**config.mk**
```make
export PLATFORM = sky130hd
export DESIGN_NAME = rob_core
export DESIGN_NICKNAME = d
export VERILOG_FILES = /design/src/rtl/rob_pkg.sv /design/src/rtl/rob_regfile.sv /design/src/rtl/rob_status.sv /design/src/rtl/rob_queue.sv /design/src/rtl/rob_core.sv
export SDC_FILE = /design/constraint.sdc
export NUM_CORES = 2
export LEC_CHECK = 0
export BUFFER_PORTS_ARGS = -buffer_cell sky130_fd_sc_hd__buf_2
export CORE_AREA = 5 5 336 338
export CTS_CLUSTER_DIAMETER = 100
export DETAILED_ROUTE_END_ITERATION = 16
export DIE_AREA = 0 0 341 343
export PLACE_DENSITY = 0.72
export SLEW_MARGIN = 25
export SYNTH_ARGS = -nofsm -noshare
export SYNTH_HDL_FRONTEND = slang
export SYNTH_HIERARCHICAL = 1
export SYNTH_SLANG_ARGS = --single-unit
```
**constraint.sdc**
```tcl
create_clock -name clk -period 9.8 [get_ports clk]
set_input_delay 0.49 -clock clk [delete_from_list [all_inputs] [get_ports clk]]
set_output_delay 0.49 -clock clk [all_outputs]
set_load 0.01 [all_outputs]
```
**src/rtl/rob_pkg.sv**
```systemverilog
package rob_pkg;

    localparam int DEPTH = 8;
    localparam int NREGS = 16;
    localparam int XLEN  = 32;

    localparam int TAG_W = $clog2(DEPTH);
    localparam int REG_W = $clog2(NREGS);
    localparam int CNT_W = $clog2(DEPTH + 1);

    typedef enum logic [1:0] {
        KIND_REG    = 2'b00,
        KIND_STORE  = 2'b01,
        KIND_BRANCH = 2'b10
    } op_kind_e;

    typedef struct packed {
        logic             valid;
        op_kind_e         kind;
        logic [REG_W-1:0] dst;
        logic             data_ok;
        logic             addr_ok;
        logic             mispred;
        logic [XLEN-1:0]  data;
        logic [XLEN-1:0]  addr;
    } slot_t;

    function automatic logic [TAG_W-1:0] next_tag(input logic [TAG_W-1:0] t);
        if (t == TAG_W'(DEPTH - 1)) return '0;
        return t + 1'b1;
    endfunction

    function automatic logic slot_complete(input slot_t s);
        return s.valid && s.data_ok && ((s.kind != KIND_STORE) || s.addr_ok);
    endfunction

endpackage

```
**src/rtl/rob_regfile.sv**
```systemverilog
module rob_regfile
    import rob_pkg::*;
(
    input  logic             clk,
    input  logic             rst,
    input  logic             wr_en,
    input  logic [REG_W-1:0] wr_idx,
    input  logic [XLEN-1:0]  wr_data,
    input  logic [REG_W-1:0] rd_idx_a,
    input  logic [REG_W-1:0] rd_idx_b,
    output logic [XLEN-1:0]  rd_data_a,
    output logic [XLEN-1:0]  rd_data_b
);

    logic [XLEN-1:0] regs_q [NREGS];

    always_ff @(posedge clk) begin
        if (rst) begin
            for (int i = 0; i < NREGS; i++) regs_q[i] <= '0;
        end else if (wr_en) begin
            regs_q[wr_idx] <= wr_data;
        end
    end

    assign rd_data_a = regs_q[rd_idx_a];
    assign rd_data_b = regs_q[rd_idx_b];

    // a retiring value lands in its register
    assert_write_lands_R7: assert property (@(posedge clk) disable iff (rst)
        wr_en |=> regs_q[$past(wr_idx)] == $past(wr_data));

endmodule

```
**src/rtl/rob_status.sv**
```systemverilog
module rob_status
    import rob_pkg::*;
(
    input  logic             clk,
    input  logic             rst,
    input  logic             set_en,
    input  logic [REG_W-1:0] set_reg,
    input  logic [TAG_W-1:0] set_tag,
    input  logic             clr_en,
    input  logic [REG_W-1:0] clr_reg,
    input  logic [TAG_W-1:0] clr_tag,
    input  logic             flush,
    input  logic [REG_W-1:0] rd_reg_a,
    input  logic [REG_W-1:0] rd_reg_b,
    output logic             busy_a,
    output logic [TAG_W-1:0] tag_a,
    output logic             busy_b,
    output logic [TAG_W-1:0] tag_b
);

    logic [NREGS-1:0] busy_vec;
    logic [TAG_W-1:0] tag_arr [NREGS];

    generate
        for (genvar r = 0; r < NREGS; r++) begin : g_reg
            logic             busy_r;
            logic [TAG_W-1:0] tag_r;
            logic             hit_set;
            logic             hit_clr;

            assign hit_set = set_en && (set_reg == REG_W'(r));
            assign hit_clr = clr_en && (clr_reg == REG_W'(r)) && (tag_r == clr_tag);

            always_ff @(posedge clk) begin
                if (rst) begin
                    busy_r <= 1'b0;
                    tag_r  <= '0;
                end else if (flush) begin
                    busy_r <= 1'b0;
                end else if (hit_set) begin
                    busy_r <= 1'b1;
                    tag_r  <= set_tag;
                end else if (hit_clr) begin
                    busy_r <= 1'b0;
                end
            end

            assign busy_vec[r] = busy_r;
            assign tag_arr[r]  = tag_r;
        end
    endgenerate

    assign busy_a = busy_vec[rd_reg_a];
    assign tag_a  = tag_arr[rd_reg_a];
    assign busy_b = busy_vec[rd_reg_b];
    assign tag_b  = tag_arr[rd_reg_b];

    // newest writer becomes the recorded producer
    assert_issue_marks_R4: assert property (@(posedge clk) disable iff (rst)
        (set_en && !flush) |=> busy_vec[$past(set_reg)] && (tag_arr[$past(set_reg)] == $past(set_tag)));

    // a discard leaves no register pending
    assert_flush_clears_R9: assert property (@(posedge clk) disable iff (rst)
        flush |=> (busy_vec == '0));

endmodule

```
**src/rtl/rob_queue.sv**
```systemverilog
module rob_queue
    import rob_pkg::*;
(
    input  logic             clk,
    input  logic             rst,
    input  logic             issue_en,
    input  op_kind_e         issue_kind,
    input  logic [REG_W-1:0] issue_dst,
    input  logic             cdb_valid,
    input  logic [TAG_W-1:0] cdb_tag,
    input  logic [XLEN-1:0]  cdb_value,
    input  logic             cdb_is_addr,
    input  logic             cdb_mispredict,
    input  logic [TAG_W-1:0] rd_tag_a,
    input  logic [TAG_W-1:0] rd_tag_b,
    output logic             rd_done_a,
    output logic [XLEN-1:0]  rd_data_a,
    output logic             rd_done_b,
    output logic [XLEN-1:0]  rd_data_b,
    output logic [TAG_W-1:0] head_tag,
    output logic [TAG_W-1:0] tail_tag,
    output logic             full,
    output logic             commit_fire,
    output logic             flush,
    output op_kind_e         head_kind,
    output logic [REG_W-1:0] head_dst,
    output logic [XLEN-1:0]  head_data,
    output logic [XLEN-1:0]  head_addr
);

    slot_t            slots_q [DEPTH];
    logic [TAG_W-1:0] head_q;
    logic [TAG_W-1:0] tail_q;
    logic [CNT_W-1:0] count_q;
    slot_t            head_slot;
    slot_t            fresh;

    assign head_slot   = slots_q[head_q];
    assign commit_fire = slot_complete(head_slot);
    assign flush       = commit_fire && (head_slot.kind == KIND_BRANCH) && head_slot.mispred;
    assign full        = (count_q == CNT_W'(DEPTH));

    always_comb begin
        fresh       = '0;
        fresh.valid = 1'b1;
        fresh.kind  = issue_kind;
        fresh.dst   = issue_dst;
    end

    always_ff @(posedge clk) begin
        if (rst) begin
            for (int i = 0; i < DEPTH; i++) slots_q[i] <= '0;
            head_q  <= '0;
            tail_q  <= '0;
            count_q <= '0;
        end else if (flush) begin
            for (int i = 0; i < DEPTH; i++) slots_q[i].valid <= 1'b0;
            head_q  <= next_tag(head_q);
            tail_q  <= next_tag(head_q);
            count_q <= '0;
        end else begin
            if (cdb_valid && slots_q[cdb_tag].valid) begin
                if (cdb_is_addr) begin
                    slots_q[cdb_tag].addr    <= cdb_value;
                    slots_q[cdb_tag].addr_ok <= 1'b1;
                end else begin
                    slots_q[cdb_tag].data    <= cdb_value;
                    slots_q[cdb_tag].data_ok <= 1'b1;
                    slots_q[cdb_tag].mispred <= cdb_mispredict;
                end
            end
            if (commit_fire) begin
                slots_q[head_q].valid <= 1'b0;
                head_q <= next_tag(head_q);
            end
            if (issue_en) begin
                slots_q[tail_q] <= fresh;
                tail_q <= next_tag(tail_q);
            end
            count_q <= count_q + CNT_W'(issue_en) - CNT_W'(commit_fire);
        end
    end

    assign rd_done_a = slots_q[rd_tag_a].valid && slots_q[rd_tag_a].data_ok;
    assign rd_data_a = slots_q[rd_tag_a].data;
    assign rd_done_b = slots_q[rd_tag_b].valid && slots_q[rd_tag_b].data_ok;
    assign rd_data_b = slots_q[rd_tag_b].data;

    assign head_tag  = head_q;
    assign tail_tag  = tail_q;
    assign head_kind = head_slot.kind;
    assign head_dst  = head_slot.dst;
    assign head_data = head_slot.data;
    assign head_addr = head_slot.addr;

    // occupancy never exceeds the slot count
    assert_fill_bound_R3: assert property (@(posedge clk) disable iff (rst)
        count_q <= CNT_W'(DEPTH));

    // one retirement moves the head by exactly one slot
    assert_head_step_R11: assert property (@(posedge clk) disable iff (rst)
        commit_fire |=> head_q == next_tag($past(head_q)));

    // a discard leaves the queue empty
    assert_flush_empty_R9: assert property (@(posedge clk) disable iff (rst)
        flush |=> (count_q == '0) && (head_q == tail_q));

endmodule

```
**src/rtl/rob_core.sv**
```systemverilog
module rob_core
    import rob_pkg::*;
(
    input  logic             clk,
    input  logic             rst,
    input  logic             issue_valid,
    input  logic [1:0]       issue_kind,
    input  logic [REG_W-1:0] issue_dst,
    output logic             issue_ready,
    output logic [TAG_W-1:0] issue_tag,
    input  logic [REG_W-1:0] src_a_reg,
    output logic             src_a_ready,
    output logic [XLEN-1:0]  src_a_value,
    output logic [TAG_W-1:0] src_a_tag,
    input  logic [REG_W-1:0] src_b_reg,
    output logic             src_b_ready,
    output logic [XLEN-1:0]  src_b_value,
    output logic [TAG_W-1:0] src_b_tag,
    input  logic             cdb_valid,
    input  logic [TAG_W-1:0] cdb_tag,
    input  logic [XLEN-1:0]  cdb_value,
    input  logic             cdb_is_addr,
    input  logic             cdb_mispredict,
    output logic             commit_valid,
    output logic [TAG_W-1:0] commit_tag,
    output logic             commit_flush,
    output logic             mem_wr_en,
    output logic [XLEN-1:0]  mem_wr_addr,
    output logic [XLEN-1:0]  mem_wr_data
);

    op_kind_e         kind_in;
    logic             issue_en;
    logic [TAG_W-1:0] head_tag;
    logic [TAG_W-1:0] tail_tag;
    logic             full;
    logic             fire;
    logic             flush;
    op_kind_e         head_kind;
    logic [REG_W-1:0] head_dst;
    logic [XLEN-1:0]  head_data;
    logic [XLEN-1:0]  head_addr;
    logic             busy_a, busy_b;
    logic [TAG_W-1:0] ptag_a, ptag_b;
    logic             done_a, done_b;
    logic [XLEN-1:0]  qdata_a, qdata_b;
    logic [XLEN-1:0]  arch_a, arch_b;
    logic             reg_commit;

    assign kind_in     = op_kind_e'(issue_kind);
    assign issue_ready = !full && !flush;
    assign issue_en    = issue_valid && issue_ready;
    assign issue_tag   = tail_tag;
    assign reg_commit  = fire && (head_kind == KIND_REG);

    rob_queue u_queue (
        .clk            (clk),
        .rst            (rst),
        .issue_en       (issue_en),
        .issue_kind     (kind_in),
        .issue_dst      (issue_dst),
        .cdb_valid      (cdb_valid),
        .cdb_tag        (cdb_tag),
        .cdb_value      (cdb_value),
        .cdb_is_addr    (cdb_is_addr),
        .cdb_mispredict (cdb_mispredict),
        .rd_tag_a       (ptag_a),
        .rd_tag_b       (ptag_b),
        .rd_done_a      (done_a),
        .rd_data_a      (qdata_a),
        .rd_done_b      (done_b),
        .rd_data_b      (qdata_b),
        .head_tag       (head_tag),
        .tail_tag       (tail_tag),
        .full           (full),
        .commit_fire    (fire),
        .flush          (flush),
        .head_kind      (head_kind),
        .head_dst       (head_dst),
        .head_data      (head_data),
        .head_addr      (head_addr)
    );

    rob_status u_status (
        .clk      (clk),
        .rst      (rst),
        .set_en   (issue_en && (kind_in == KIND_REG)),
        .set_reg  (issue_dst),
        .set_tag  (tail_tag),
        .clr_en   (reg_commit),
        .clr_reg  (head_dst),
        .clr_tag  (head_tag),
        .flush    (flush),
        .rd_reg_a (src_a_reg),
        .rd_reg_b (src_b_reg),
        .busy_a   (busy_a),
        .tag_a    (ptag_a),
        .busy_b   (busy_b),
        .tag_b    (ptag_b)
    );

    rob_regfile u_regs (
        .clk       (clk),
        .rst       (rst),
        .wr_en     (reg_commit),
        .wr_idx    (head_dst),
        .wr_data   (head_data),
        .rd_idx_a  (src_a_reg),
        .rd_idx_b  (src_b_reg),
        .rd_data_a (arch_a),
        .rd_data_b (arch_b)
    );

    always_comb begin
        src_a_ready = 1'b1;
        src_a_value = arch_a;
        src_a_tag   = '0;
        if (busy_a) begin
            src_a_tag = ptag_a;
            if (done_a) src_a_value = qdata_a;
            else begin
                src_a_ready = 1'b0;
                src_a_value = '0;
            end
        end
    end

    always_comb begin
        src_b_ready = 1'b1;
        src_b_value = arch_b;
        src_b_tag   = '0;
        if (busy_b) begin
            src_b_tag = ptag_b;
            if (done_b) src_b_value = qdata_b;
            else begin
                src_b_ready = 1'b0;
                src_b_value = '0;
            end
        end
    end

    assign commit_valid = fire;
    assign commit_tag   = head_tag;
    assign commit_flush = flush;
    assign mem_wr_en    = fire && (head_kind == KIND_STORE);
    assign mem_wr_addr  = head_addr;
    assign mem_wr_data  = head_data;

    // no issue is taken in a discard cycle
    assert_no_issue_on_flush_R9: assert property (@(posedge clk) disable iff (rst)
        flush |=> (tail_tag == head_tag));

endmodule

```
==> summary.txt <==
Timing
  – Skew final: 0.0332 ns
  – Total negative setup slack: 0 ns
  – Tcrit/Tclk final: 56.4%
  – Final hold vios: 0
  – Minimum clock period: 5.52 ns
  – Least-Margin Pin Slew: 1.13 ns
  – Setup violators final: 0
  – Max Clk Rate: 181 MHz
  – Max Slew Vio Count: 0
  – Slew margin rel.: 24.4%
  – Unrepaired setup endpoints after global routing: no
  – WHS: 0.0811 ns

Worst setup path
  – Slowest cell on crit path: buf_4
  – Worst path max stage delay: 0.77 ns
  – Crit path cell chain: buf_4, mux4_2, mux2_2, nor3b_1, nor2_1, buf_4, nor3b_1, buf_4, nand4b_1, nor3_2, buf_4, or2_2, buf_4
  – CP Max Fanout: 37
  – CP Depth: 13
  – CP Buf/Inv Count: 5
  – R2r worst-path depth: 13
  – Critical path type: register to register
  – Worst endpoint required time: 10.22 ns
  – Critical path data arrival time: 5.94 ns
  – Kind of cell adding the most delay to the critical path: buffers and inverters
  – Startpoint Class: register
  – Cell mode on critical path: buf_4
  – Crit end category: register

Layout
  – Layout cell share with drive strength beyond 1: 30.1%
  – Finished Cell Area: 66100 um2
  – Synth-to-Final Area Change: 10.5%
  – Filler Cells Inserted: 8272
  – Nets: 4391
  – Count of non-filler cells in the finished layout: 5861

Yosys
  – Sequential area share after synthesis: 48.9%
  – Synth top area cells: edfxtp_1 (28%), mux4_2 (21%), dfxtp_1 (21%)
  – Cells after Synth: 4377
  – Synth Register Bits: 1181
  – Ys flop type: dfxtp_1
  – Top-area cell type share of the netlist area: 28.1%
  – Yosys warning total: 6
  – EDFF count, synth: 560
  – Syn nets: 4442
  – Avg Cell Area, Syn: 13.7 um2
  – Synth area leader: edfxtp_1
  – FFs w/ async S/R, synth: 0%
  – Most instantiated cells after synthesis: dfxtp_1 (621), mux4_2 (566), edfxtp_1 (560)
  – Synthesized area: 59800 um2
  – Count leader, synth: dfxtp_1
  – Distinct cells, synth: 76

Power and ir drop
  – Power Dens Cells: 169 nW/um2
  – Leakage: 24.2 nW
  – Net switching power: 2.68 mW
  – Sequential cell fraction of total power: 47.6%
  – Clock power share: 44.3%
  – Combinational power share: 8.1%
  – Sw Share: 24.1%
  – Maximum VDD drop: 0.126 mV
  – Pwr Total: 11.1 mW
  – Power Internal: 8.46 mW

Clock network
  – Post-CTS Resized: 0
  – CTS buffer count: 130
  – Clock Root Buffer: clkbuf_16
  – Longest Clk Path Bufs: 3
  – Clock Sinks: 1181
  – H-Tree Depth: 4
  – Setup bufs post-CTS: 0
  – CTS tree: done
  – Clock Latency Late Sink: 0.75 ns
  – Cts hold-fix bufs: 0
  – CTS clk-pin slew, worst paths: 0.06 ns

Global routing
  – Initial antenna violation count: 4
  – Global-route wire length before repair: 278000 um
  – Tot GR Track Use: 31.7%
  – Number of global-route vias before repair: 42200
  – Grt total ovfl: 0
  – Pin count of the biggest net entering global routing: 102

Placed design
  – PortBufs: 200
  – Global placer's final weighted congestion: 0.863
  – DP Area: 61700 um2
  – Detailed placement HPWL: 111000 um
  – Placed cells: 5616

Drt
  – Via density: 7.18
  – Drc violations: 0
  – WL final: 188000 um
  – WL/cell: 32.1 um
  – Via count: 42100
  – First-pass iteration count of the detailed router: 5
  – DRT iter0 DRCs: 5785
  – Post-route ant nets: 0

Worst hold path
  – Hold depth: 2
  – Hold Crit Class: input port to register

Die
  – Site Rows: 122
  – Initial Utilization: 54.4%
  – Die Y: 343 um
  – Die area: 117000 um2
  – Die width: 341 um
  – Core area: 110000 um2
  – Num ports: 201

Flow run
  – Maxcap violations: 0

Run status
  – Status: completed
[kinds of logic after synthesis]
logic type | count (synthesis) | share of synthesized area (%)
compound gates | 877 | 11.8
xor+xnor | 50 | 0.733
fa+ha+maj | 10 | 0.222
buf+inv | 515 | 3.75
flops | 1181 | 48.9
mux | 730 | 24.4
simple gates | 1014 | 10.2
[flip-flops by register name (all words and copies together), names as in the netlist, named ones only]
| register | count |
|---|---|
| u_queue/slots_q | 592 |
| u_regs/regs_q | 512 |
| u_status/g.tag_r | 48 |
| u_status/g.busy_r | 16 |
| u_queue/count_q | 4 |
| u_queue/head_tag | 3 |
| u_queue/tail_tag | 3 |
[layout make-up]
cell class                      instances  area (um2)  area share, %
Multi-Input combinational cell       2681       28600           43.3
Sequential cell                      1181       29300           44.3
Antenna cell                            6        15.0         0.0227
Timing Repair Buffer                  310        2000           3.03
Inverter                               22        83.8          0.127
Tap cell                             1426        1780           2.70
Clock inverter                         51         559          0.847
Clock buffer                          184        3720           5.64
[power groups by stage]
stage / sequential (mW) / clock [mW] / combinational [mW]
floorplan: 5.39 / 0 / 0.538
global placement: 5.40 / 0 / 0.854
detailed placement: 5.41 / 0 / 0.876
CTS: 5.30 / 4.98 / 0.878
global route: 5.31 / 5.19 / 0.934
finish: 5.30 / 4.94 / 0.903
[worst paths after layout]
kind                               start  slack [ns]                     end
setup / recovery                register        4.28    u_regs/regs_q[12][9]
hold / removal            cdb_mispredict        0.08  u_queue/slots_q[0][64]
setup reg to reg                register        4.28    u_regs/regs_q[12][9]
hold reg to reg   u_queue/slots_q[5][66]        0.46  u_queue/slots_q[5][66]
[placed cells by master, fill, tap and decap left out, types with 16 or more instances in the layout]
cell       netlist  final
clkbuf_16        0    135
xor2_1          34     34
clkbuf_8         0     16
mux4_2         566    566
and3_1          53     53
nand3_1         86     80
a22oi_1        136    136
mux2_2         136    136
xnor2_1         16     16
a21o_1          16     16
and2_2          32     32
a21oi_1         79     78
o21ai_0         33     33
buf_4            7    100
inv_1           21     21
clkbuf_1       259     32
buf_2          122    195
and2_1         493    491
dfxtp_1        621    618
a32o_1          17     17
nor2_1          78     66
or2_2           19     19
mux2i_1         27     27
edfxtp_1       560    560
a22o_1         547    547
nand2_1        141    141
[routing by layer]
| metal | vias to the layer above | GRT usage (%) | share of wire (%) |
|---|---|---|---|
| met5 | - | 0 | 0 |
| met4 | 0 | 12.6 | 4.3 |
| met3 | 518 | 8.33 | 12 |
| met2 | 2906 | 48.8 | 46 |
| met1 | 21600 | 43.3 | 38 |
| li1 | 17100 | - | - |
[stage by stage]
step / util, % / setup slack, ns
global placement: 56.1 / 4.36
CTS: 60.1 / 4.25
finish: 60.2 / 4.28
detailed placement: 56.2 / 4.26
floorplan: - / 5.56
global route: 60.2 / 3.97
No activity file was read; power rests on OpenSTA's default activity.
